## src/rtl/u9tx_pkg.sv

```systemverilog
package u9tx_pkg;
   // start bit + ninth bit + stop bit around the data field
   localparam int unsigned FRAME_OVERHEAD = 3;

   typedef enum logic {
      TXS_IDLE = 1'b0,
      TXS_SEND = 1'b1
   } tx_state_e;

   function automatic int unsigned idx_width(int unsigned n);
      return (n <= 2) ? 1 : $clog2(n);
   endfunction
endpackage

```

## src/rtl/u9tx_pace.sv

```systemverilog
// Counts tick8 pulses within one bit time and flags the final one.
module u9tx_pace #(
   parameter int unsigned OSR = 8
) (
   input  logic clk,
   input  logic rst_n,
   input  logic clear,
   input  logic run,
   input  logic tick,
   output logic bit_end
);
   localparam int unsigned CW = u9tx_pkg::idx_width(OSR);
   localparam bit POW2 = ((OSR & (OSR - 1)) == 0);

   logic [CW-1:0] cnt;

   generate
      if (OSR < 2) begin : g_bad_osr
         $error("u9tx_pace: OSR must be at least 2");
      end
      if (POW2) begin : g_wrap
         // counter wraps naturally at OSR
         always_ff @(posedge clk) begin
            if (!rst_n || clear) cnt <= '0;
            else if (run && tick) cnt <= cnt + 1'b1;
         end
         assign bit_end = run && tick && (&cnt);
      end else begin : g_cmp
         always_ff @(posedge clk) begin
            if (!rst_n || clear) cnt <= '0;
            else if (run && tick) begin
               if (cnt == CW'(OSR - 1)) cnt <= '0;
               else cnt <= cnt + 1'b1;
            end
         end
         assign bit_end = run && tick && (cnt == CW'(OSR - 1));
      end
   endgenerate
endmodule

```

## src/rtl/u9tx_shift.sv

```systemverilog
// Frame shift register: loads the full frame, shifts once per bit time.
module u9tx_shift #(
   parameter int unsigned DATA_W = 8
) (
   input  logic              clk,
   input  logic              rst_n,
   input  logic              start,
   input  logic [DATA_W-1:0] data,
   input  logic              ninth,
   input  logic              bit_end,
   output logic              busy,
   output logic              line,
   output logic              frame_done
);
   import u9tx_pkg::*;

   localparam int unsigned FW = DATA_W + FRAME_OVERHEAD;
   localparam int unsigned IW = idx_width(FW);

   tx_state_e      state;
   logic [FW-1:0]  sh;
   logic [IW-1:0]  idx;
   logic           last_pos;

   assign last_pos = (idx == IW'(FW - 1));

   always_ff @(posedge clk) begin
      if (!rst_n) begin
         state <= TXS_IDLE;
         sh    <= '1;
         idx   <= '0;
      end else if (state == TXS_IDLE) begin
         if (start) begin
            sh    <= {1'b1, ninth, data, 1'b0};
            idx   <= '0;
            state <= TXS_SEND;
         end
      end else if (bit_end) begin
         sh <= {1'b1, sh[FW-1:1]};
         if (last_pos) begin
            state <= TXS_IDLE;
            idx   <= '0;
         end else begin
            idx <= idx + 1'b1;
         end
      end
   end

   assign busy       = (state == TXS_SEND);
   assign line       = busy ? sh[0] : 1'b1;
   assign frame_done = busy && bit_end && last_pos;
endmodule

```

## src/rtl/u9tx_flag.sv

```systemverilog
// Transmit-complete flag with software access and interrupt output.
module u9tx_flag #(
   parameter bit IRQ_REG = 1'b0
) (
   input  logic clk,
   input  logic rst_n,
   input  logic frame_done,
   input  logic load_clr,
   input  logic sw_wr,
   input  logic sw_val,
   input  logic irq_en,
   output logic flag,
   output logic irq
);
   always_ff @(posedge clk) begin
      if (!rst_n)          flag <= 1'b0;
      else if (frame_done) flag <= 1'b1;    // completion wins
      else if (load_clr)   flag <= 1'b0;
      else if (sw_wr)      flag <= sw_val;
   end

   generate
      if (IRQ_REG) begin : g_irq_ff
         always_ff @(posedge clk) begin
            if (!rst_n) irq <= 1'b0;
            else        irq <= flag && irq_en;
         end
      end else begin : g_irq_comb
         assign irq = flag && irq_en;
      end
   endgenerate
endmodule

```

## src/rtl/u9tx_top.sv

```systemverilog
module u9tx_top #(
   parameter int unsigned DATA_W  = 8,
   parameter int unsigned OSR     = 8,
   parameter bit          IRQ_REG = 1'b0
) (
   input  logic              clk,
   input  logic              rst_n,
   input  logic              tick8,
   input  logic              wr_data,
   input  logic [DATA_W-1:0] wr_byte,
   input  logic              b9_wr,
   input  logic              b9_val,
   input  logic              cmp_wr,
   input  logic              cmp_val,
   input  logic              irq_en,
   output logic              tx_out,
   output logic              tx_oe,
   output logic              busy,
   output logic              done_flag,
   output logic              irq
);
   generate
      if (DATA_W < 1) begin : g_bad_w
         $error("u9tx_top: DATA_W must be positive");
      end
   endgenerate

   logic b9_q;
   logic accept;
   logic bit_end;
   logic frame_done;
   logic busy_i;

   // ninth-bit control keeps its value until rewritten
   always_ff @(posedge clk) begin
      if (!rst_n)     b9_q <= 1'b0;
      else if (b9_wr) b9_q <= b9_val;
   end

   assign accept = wr_data && !busy_i;

   u9tx_pace #(.OSR(OSR)) u_pace (
      .clk(clk), .rst_n(rst_n), .clear(accept), .run(busy_i),
      .tick(tick8), .bit_end(bit_end)
   );

   u9tx_shift #(.DATA_W(DATA_W)) u_shift (
      .clk(clk), .rst_n(rst_n), .start(accept), .data(wr_byte),
      .ninth(b9_q), .bit_end(bit_end), .busy(busy_i), .line(tx_out),
      .frame_done(frame_done)
   );

   u9tx_flag #(.IRQ_REG(IRQ_REG)) u_flag (
      .clk(clk), .rst_n(rst_n), .frame_done(frame_done), .load_clr(accept),
      .sw_wr(cmp_wr), .sw_val(cmp_val), .irq_en(irq_en),
      .flag(done_flag), .irq(irq)
   );

   assign busy  = busy_i;
   assign tx_oe = busy_i;
endmodule

```

## config.mk

```make
export PLATFORM = sky130hd
export DESIGN_NAME = u9tx_top
export DESIGN_NICKNAME = d
export VERILOG_FILES = /design/src/rtl/u9tx_pkg.sv /design/src/rtl/u9tx_pace.sv /design/src/rtl/u9tx_shift.sv /design/src/rtl/u9tx_flag.sv /design/src/rtl/u9tx_top.sv
export SDC_FILE = /design/constraint.sdc
export NUM_CORES = 1
export LEC_CHECK = 0
export BUFFER_PORTS_ARGS = -buffer_cell sky130_fd_sc_hd__buf_2
export CORE_MARGIN = 4
export CORE_UTILIZATION = 30
export CTS_CLUSTER_SIZE = 40
export DETAILED_ROUTE_END_ITERATION = 12
export GPL_ROUTABILITY_DRIVEN = 0
export RECOVER_POWER = 25
export SETUP_SLACK_MARGIN = 0.02
export SYNTH_ARGS = -nofsm -noshare
export SYNTH_HDL_FRONTEND = slang
export SYNTH_HIERARCHICAL = 1
export SYNTH_SLANG_ARGS = --single-unit
export TNS_END_PERCENT = 1
```

## constraint.sdc

```tcl
create_clock -name clk -period 3 [get_ports clk]
set_input_delay 0.15 -clock clk [delete_from_list [all_inputs] [get_ports clk]]
set_output_delay 0.15 -clock clk [all_outputs]
set_load 0.05 [all_outputs]
```

# == Word level (Yosys, flattened, before mapping) ==
# Cells that the tools add are included.
# word_totals
ramBits,0
register_bits,21
rom_bits,0
memories,0
latchBits,0
output_inout_bits,5
# op_classes
order_cmp,0
shifts,0
bitwise_logic,0
muxes,15
addsub,2
mul,0
div_mod_pow,0
n_eq_ne,2
n_reduce_logical,13
# ops
cell,n
$mux W11,3
$mux W4,4
$mux W1,8
$logic_and A1 B1 Y1,6
$add A4 B1 Y4 const B,1
$eq A4 B4 Y1 const B,1
$add A3 B1 Y3 const B,1
$reduce_and A3 Y1,1
$reduce_bool A3 Y1,1
$logic_not A1 Y1,2
$ne A2 B1 Y1 const B,1
$reduce_and A2 Y1,1
$reduce_bool A2 Y1,1
$logic_or A1 B1 Y1,1

# == Depth between registers and ports, before layout ==
# Gate-level depths: netlist of run 1.
# depth
word_depth,5
mapped_depth,7
depth_no_buf,7

# == Hierarchy ==
# Netlist of run 1, hierarchy kept.
# modules_own_cells
module,instances,seq_area_each_um2,area_each_um2,cells_each
u9tx_shift,1,300.3,739.5,84
u9tx_pace,1,60.1,161.4,16
u9tx_flag,1,20.0,51.3,6
u9tx_top,1,20.0,50.0,5

# == Least setup slack after synthesis of run 1 ==
# Ideal clock, no wire load.
# synth_timing
path_kind,reg-to-reg
from,register u_shift.state (netlist: u_shift/busy)
to,register u_shift.sh[3]
t_arrival_ps,1641
path_slack_ps,1229
synth_period_minus_slack_ps,1771
path_stages_with_launch,6
path_cell_list,dfxtp_1 and3_2 mux2i_2 buf_6 a211oi_1 o21ai_1
# synth_between
elab_chain_cells,4
# synth_lines
element,line_no,rtl
start: declaration,u9tx_shift.sv:20,tx_state_e state;
start signal: assignment,u9tx_shift.sv:29,state <= TXS_IDLE;
start signal: assignment,u9tx_shift.sv:36,state <= TXS_SEND;
start signal: assignment,u9tx_shift.sv:41,state <= TXS_IDLE;
$logic_and A1 B1 Y1 (2 in series),u9tx_pace.sv:27,assign bit_end = run && tick && (&cnt);
via bit_end,u9tx_top.sv:30,logic bit_end;
$ne A2 B1 Y1 (no line),-,
$reduce_and A2 Y1 (no line),-,
end signal: assignment,u9tx_shift.sv:34,"sh <= {1'b1, ninth, data, 1'b0};"
end signal: assignment,u9tx_shift.sv:39,"sh <= {1'b1, sh[FW-1:1]};"
end: declaration,u9tx_shift.sv:21,logic [FW-1:0] sh;
# The timed path passes the listed nets, and every way through them passes these cells.
# A chain may end at the register's enable or synchronous reset.

# == Worst setup path after layout of run 1 ==
# layout_timing
from,register u_shift.state (netlist: u_shift/busy)
to,register u_shift.sh[2]
# layout_between
elab_chain_cells,4
# layout_lines
element,line_no
$logic_and A1 B1 Y1 or $logic_not A1 Y1 (tied branches),"u9tx_pace.sv:27, u9tx_top.sv:40"
"$logic_and A1 B1 Y1, on equally long branches","u9tx_pace.sv:27, u9tx_top.sv:40"
$ne A2 B1 Y1 (no line) or $reduce_bool A2 Y1 (tied branches),-
$reduce_and A2 Y1 (no line),-
# Several ways; a longest one is shown, not always the timed one.

==> results.json, run 1 <==
{
  "outcome": "finished clean",
  "synth_mux_area_share_pct": 4.87,
  "ys_async_sr_fraction_pct": 0,
  "antenna_found_initial": 0,
  "final-setup-viol-count": 0,
  "timing.fmax_mhz": 533,
  "path_clk_slew_ns": 0.12,
  "coreArea_um2": 3130,
  "die_area_um2": 4330,
  "gr-total-overflow": 0,
  "fin_crit_ns": 1.88,
  "pre_cts_ws_ns": 1.16,
  "syn-num-nets": 132,
  "critPathCaptureType": "register",
  "worst_slew_pin_slew_ns": 0.663,
  "cts_inserted_buffers": 3,
  "crit_type": "register to register",
  "synth-seq-cells": 20,
  "crit_chain": "buf_4 -> mux2i_2 -> a211oi_1 -> o21ai_0",
  "worstPathMaxFanout": 24,
  "syn_to_final_growth_pct": 15.9,
  "drc_errors": 0,
  "syn-cell-area_um2": 1000,
  "grt_pass1_vias": 730,
  "routed_wl_um": 2020,
  "ys_seq_area_share_pct": 40.0,
  "hold_viol_final": 0,
  "synth_fa_ha_area_share_pct": 4.99,
  "synth_edf_count": 0,
  "grt_max_degree": 25,
  "routedWlPerCell_um": 11.5,
  "dp_hpwl_um": 1430,
  "regArea_um2": 400,
  "synth_area_leaders": "dfxtp_1 40%, a211oi_1 6.0%, ha_1 5.0%",
  "multi_input_area_um2": 536,
  "core.rowCount": 20,
  "critPathRequiredTime_ns": 3.24,
  "firstDrtPassIters": 4,
  "finalCritPeriodShare_pct": 62.5,
  "power-per-cell-area_nw_per_um2": 511,
  "yosysWarnings": 6,
  "ant_nets": 0,
  "clk_root_buffer_cell": "clkbuf_4",
  "clock_skew_ns": 0.0125,
  "htree_levels": 1,
  "die_h_um": 65.8,
  "max_stage_delay_ns": 0.63,
  "synthSimpleGateAreaFrac_pct": 23.6,
  "hold_buffers": 0,
  "reg2reg_slack_ns": 1.12,
  "final_cell_mix": "20 x dfxtp_1, 19 x buf_2, 11 x nor2_1, 8 x nand3_1, 8 x a211oi_1",
  "tns_ns": 0,
  "p_leak_nw": 0.456,
  "cts_setup_buffers": 0,
  "io_buffer_count": 21,
  "layout-drive-gt1-share_pct": 22.9,
  "critPathTopFamily": "multiplexers",
  "max_slew_margin_pct": 54.9,
  "rsz0062_at_grt": "no",
  "route.vias.total": 829,
  "nNetsFinal": 153,
  "clk_path_buf_depth": 2,
  "syn_avg_cell_area_um2": 9.03,
  "r2r_cells": 4,
  "whs_path_depth": 3,
  "fillers": 341,
  "via_per_inst": 4.74,
  "synthXorXnorAreaFrac_pct": 0,
  "critPathBufInv": 1,
  "synthFlopType": "dfxtp_1",
  "synth_cell_types": 29,
  "synth_top_family_by_area": "simple AND/OR/NAND/NOR gates",
  "start_util_pct": 32.0,
  "cts_tree": "built",
  "cp.arrival_ns": 2.11,
  "synth_compound_area_share_pct": 20.0,
  "grt_use_total_pct": 9.55,
  "final_common_cell": "dfxtp_1",
  "first_iter_violations": 34,
  "syn-instance-count": 111,
  "insertion_delay_ns": 0.30,
  "max-cap-violations": 0,
  "crit_cells": 4,
  "io_pins": 22,
  "peakVddDrop_mv": 0.268,
  "grt_pass1_wl_um": 3170,
  "synth_top_area_share_pct": 40.0,
  "crit_path_start_kind": "register",
  "power_mw": 0.593,
  "die_w_um": 65.8,
  "critical_path.slowest_cell": "mux2i_2",
  "worst_slack_ns": 1.12,
  "cts_resized": 0,
  "clkSinkCount": 20,
  "num_antenna_cells": 0,
  "hp-class": "input port to register",
  "slew_viol_final": 0,
  "synth_area_leader_cell": "dfxtp_1"
}
==> worst paths after layout <==
check | to | startpoint
worst max-delay path | u_shift/sh[2] | u_shift/busy
worst min-delay path | b9_q | b9_val
worst max register to register | u_shift/sh[2] | u_shift/busy
worst min register to register | u_shift/sh[0] | u_shift/sh[0]
==> per-layer routing <==
layer / up-vias / track usage [%] / part of all wire [%]
met1: 374 / 11.7 / 48
met5: - / 0 / 0
li1: 433 / - / -
met3: 2 / 4.59 / 6.8
met4: 0 / 2.33 / 0.94
met2: 20 / 15.0 / 45
==> report_power, final <==
group          switching, mW  internal (mW)  leakage (nW)
clock                 0.0838          0.135        0.0279
sequential           0.00966          0.279         0.164
combinational         0.0510         0.0345         0.264
total                  0.144          0.448         0.456
==> tightest hold or removal path: cells and delay by family <==
kind / cells / cell delay, ns
and+or+nand+nor: 1 / 0.09
buffers and inverters: 1 / 0.07
muxes: 1 / 0.06
==> per-stage QoR <==
stage / area (um2) / hold slack [ns] / cells / utilization (%)
global route: 1160 / 0.126 / 175 / 37.1
detailed placement: 1110 / 0.418 / 171 / 35.5
floorplan: 1000 / 0.269 / 111 / -
global placement: 1110 / 0.419 / 171 / 35.5
finish: 1160 / 0.111 / 175 / 37.1
CTS: 1160 / 0.101 / 175 / 37.2
==> layout make-up <==
cell class,count,area share [%]
Clock buffer,3,1.94
Clock inverter,1,2.59
Multi-Input combinational cell,83,46.1
Tap cell,44,4.74
Inverter,2,0.647
Sequential cell,20,34.5
Timing Repair Buffer,22,9.48
==> Yosys cell counts (2+ instances only) <==
master	instances
nand2_1	6
nand2b_1	4
a21oi_1	3
dfxtp_1	20
o21ai_0	7
a21bo_1	3
a211oi_1	8
nor2_1	11
o21ai_1	7
nor2b_1	6
buf_6	3
inv_1	2
nand3b_1	2
nand3_1	8
mux2i_1	2
ha_1	4
and2b_2	3
==> sequential cells by signal, summed over array words and instances (netlist names) <==
signal,flops
u_shift/busy,1
b9_q,1
u_shift/sh,10
u_flag/flag,1
u_pace/cnt,3
u_shift/idx,4
==> cells by family after synthesis <==
logic type / after synthesis
AOI/OAI and AO/OA: 31
muxes: 4
and+or+nand+nor: 44
adders and majority gates: 4
DFF: 20
buffers and inverters: 8
Note: power is estimated with default switching activity, not from simulation.
==> run 2, diff against run 1 <==
--- a/config.mk
+++ b/config.mk
@@ -5,6 +5,7 @@
 export SDC_FILE = /design/constraint.sdc
 export NUM_CORES = 1
 export LEC_CHECK = 0
+export ABC_AREA = 1
 export BUFFER_PORTS_ARGS = -buffer_cell sky130_fd_sc_hd__buf_2
 export CORE_MARGIN = 4
 export CORE_UTILIZATION = 30
==> constraint.sdc (replaced) <==
create_clock -name clk -period 1.68 [get_ports clk]
set_input_delay 0.084 -clock clk [delete_from_list [all_inputs] [get_ports clk]]
set_output_delay 0.084 -clock clk [all_outputs]
set_load 0.05 [all_outputs]
==> results.json, run 2 <==
{
  "outcome": "finished clean",
  "nNetsFinal": 182,
  "num_antenna_cells": 0,
  "final_core_util_pct": 38.9,
  "min_to": "b9_q",
  "fin_crit_ns": 1.54,
  "final_cell_mix": "28 x nand2_1, 19 x dfxtp_1, 19 x buf_2, 17 x inv_1, 14 x nand3_1",
  "worstPathMaxFanout": 10,
  "combPwrFrac_pct": 19.1,
  "insertion_delay_ns": 0.29,
  "dp_cells": 199,
  "peakVddDrop_mv": 0.250,
  "max-cap-violations": 0,
  "power_mw": 0.984,
  "ys_seq_area_share_pct": 39.9,
  "start_util_pct": 32.1,
  "synthFlopType": "dfxtp_1",
  "final_common_cell": "nand2_1",
  "max_slew_margin_pct": 60.4,
  "synth_edf_count": 0,
  "final-setup-viol-count": 0,
  "synth_top_area_share_pct": 39.9,
  "drc_errors": 0,
  "multi_input_area_um2": 513,
  "syn_avg_cell_area_um2": 7.39,
  "syn-num-nets": 157,
  "p_switching_mw": 0.270,
  "clk_path_buf_depth": 2,
  "ant_nets": 0,
  "antenna_found_initial": 0,
  "clockPowerShare_pct": 27.7,
  "cts_inserted_buffers": 3,
  "largest_reg_flops": 10,
  "regMostFlops": "u_shift/sh",
  "critPathRequiredTime_ns": 1.60,
  "fillers": 337,
  "coreArea_um2": 3130,
  "hold_viol_final": 0,
  "syn-instance-count": 136,
  "swShare_pct": 27.5,
  "die_h_um": 65.9,
  "critPathCaptureType": "primary output",
  "grt_pass1_vias": 881,
  "crit_path_start_kind": "register",
  "yosysWarnings": 6,
  "regArea_um2": 402,
  "die_w_um": 65.9,
  "cts_tree": "built",
  "layout-drive-gt1-share_pct": 29.4,
  "reg2reg_from": "u_pace/cnt[0]",
  "synth_cell_types": 24,
  "clk_root_buffer_cell": "clkbuf_4",
  "crit_type": "register to primary output",
  "r2r_cells": 9,
  "power-per-cell-area_nw_per_um2": 808,
  "dp_hpwl_um": 1550,
  "instances_no_fill": 204,
  "synthTopCellsByCount": "28 x nand2_1, 20 x dfxtp_1, 17 x inv_1",
  "cp.arrival_ns": 1.46,
  "whs_path_depth": 3,
  "timing.fmax_mhz": 648,
  "clock_skew_ns": 0.00296,
  "firstDrtPassIters": 4,
  "path_clk_slew_ns": 0.11,
  "reg2reg_to": "u_shift/sh[4]",
  "gr-total-overflow": 0,
  "reg2reg_slack_ns": 0.17,
  "yosysMostFrequentCell": "nand2_1",
  "core.rowCount": 20,
  "synth_area_leaders": "dfxtp_1 40%, nand2_1 10%, nand3_1 7.0%",
  "p_int_mw": 0.714,
  "routedWlPerCell_um": 9.81,
  "p_leak_nw": 0.596,
  "first_iter_violations": 57,
  "hp-class": "input port to register",
  "syn_to_final_growth_pct": 21.2,
  "route.vias.total": 919,
  "hold_start": "b9_wr",
  "slew_viol_final": 0,
  "reg_top3": "u_shift/sh (10), u_shift/idx (4), u_pace/cnt (3)",
  "via_per_inst": 4.50,
  "routed_wl_um": 2000,
  "rsz0062_at_grt": "yes",
  "worst_slew_pin_slew_ns": 0.597,
  "seqPwrFrac_pct": 53.2,
  "htree_levels": 1,
  "grt_max_degree": 17,
  "ys_async_sr_fraction_pct": 0,
  "synth_area_leader_cell": "dfxtp_1",
  "syn-cell-area_um2": 1000,
  "synth-seq-cells": 20,
  "io_pins": 22,
  "finalCritPeriodShare_pct": 91.9,
  "die_area_um2": 4340,
  "grt_use_total_pct": 10.2,
  "io_buffer_count": 21,
  "grt_pass1_wl_um": 3500,
  "tns_ns": 0,
  "clkSinkCount": 20
}
==> run 2: cell count changes after synthesis, moves of 6 or more <==
cell and change:
a211oi_1 -8, inv_1 +15, nand2_1 +22, nand3_1 +6, nor2b_1 -6, o211ai_1 +8
o21ai_1 -7, or2_2 +9
==> run 2: what timing repair did <==
| action | in CTS | in global routing |
|---|---|---|
| endpoints found under the setup margin | 0 | 14 |
| hold buffers | 0 | 0 |
| buffers inserted | 0 | 1 |
| resized for setup | 0 | 5 |
==> run 2: metrics by stage <==
step	setup slack (ns)	cell area [um2]	hold WS, ns
global placement	0.175	1150	0.326
CTS	0.110	1190	0.0163
floorplan	0.181	1010	0.206
finish	0.137	1220	0.0265
global route	0.0166	1220	0.0270
detailed placement	0.125	1150	0.336
==> run 2: how the worst max path moves through the flow <==
stage / endpoint / slack (ns) / from
2_1_floorplan: u_shift/sh[1] / 0.18 / u_shift/busy
3_3_place_gp: u_shift/idx[0] / 0.17 / u_pace/cnt[0]
3_5_place_dp: u_shift/idx[0] / 0.13 / u_pace/cnt[0]
4_1_cts: u_shift/idx[0] / 0.11 / u_pace/cnt[0]
5_1_grt: u_shift/idx[3] / 0.02 / u_pace/cnt[0]
6_report: tx_out / 0.14 / u_shift/busy
==> run 2: area by class of cell <==
type | instances | area share [%]
Clock buffer | 4 | 2.98
Inverter | 19 | 6.06
Multi-Input combinational cell | 93 | 42.1
Sequential cell | 20 | 33.0
Tap cell | 44 | 4.52
Timing Repair Buffer | 24 | 11.3
==> run 2: cell families after synthesis <==
family | share of synthesized area [%]
flip-flops | 39.9
adder cells (fa/ha/maj) | 4.98
buffers and inverters | 9.84
AO/OA/AOI/OAI | 10.3
AND/OR/NAND/NOR | 34.1
XOR/XNOR | 0.872
==> run 2: power by group through the flow <==
stage / clock network, mW / logic [mW] / registers [mW]
floorplan: 0 / 0.122 / 0.543
global placement: 0 / 0.174 / 0.535
detailed placement: 0 / 0.178 / 0.535
CTS: 0.292 / 0.179 / 0.524
global route: 0.305 / 0.213 / 0.528
finish: 0.273 / 0.188 / 0.524
==> run 2: worst max-delay path: stages (launching register included) <==
cell and delay (ns):
dfxtp_2 0.42, buf_4 0.18, inv_2 0.09, or2_2 0.27
buf_2 0.21
==> run 2: metal layers <==
layer,vias up,GRT usage [%],part of all wire (%)
met4,0,3.89,0.45
li1,483,-,-
met1,420,11.0,45
met5,-,0,0
met2,14,18.9,51
met3,2,2.21,3.9
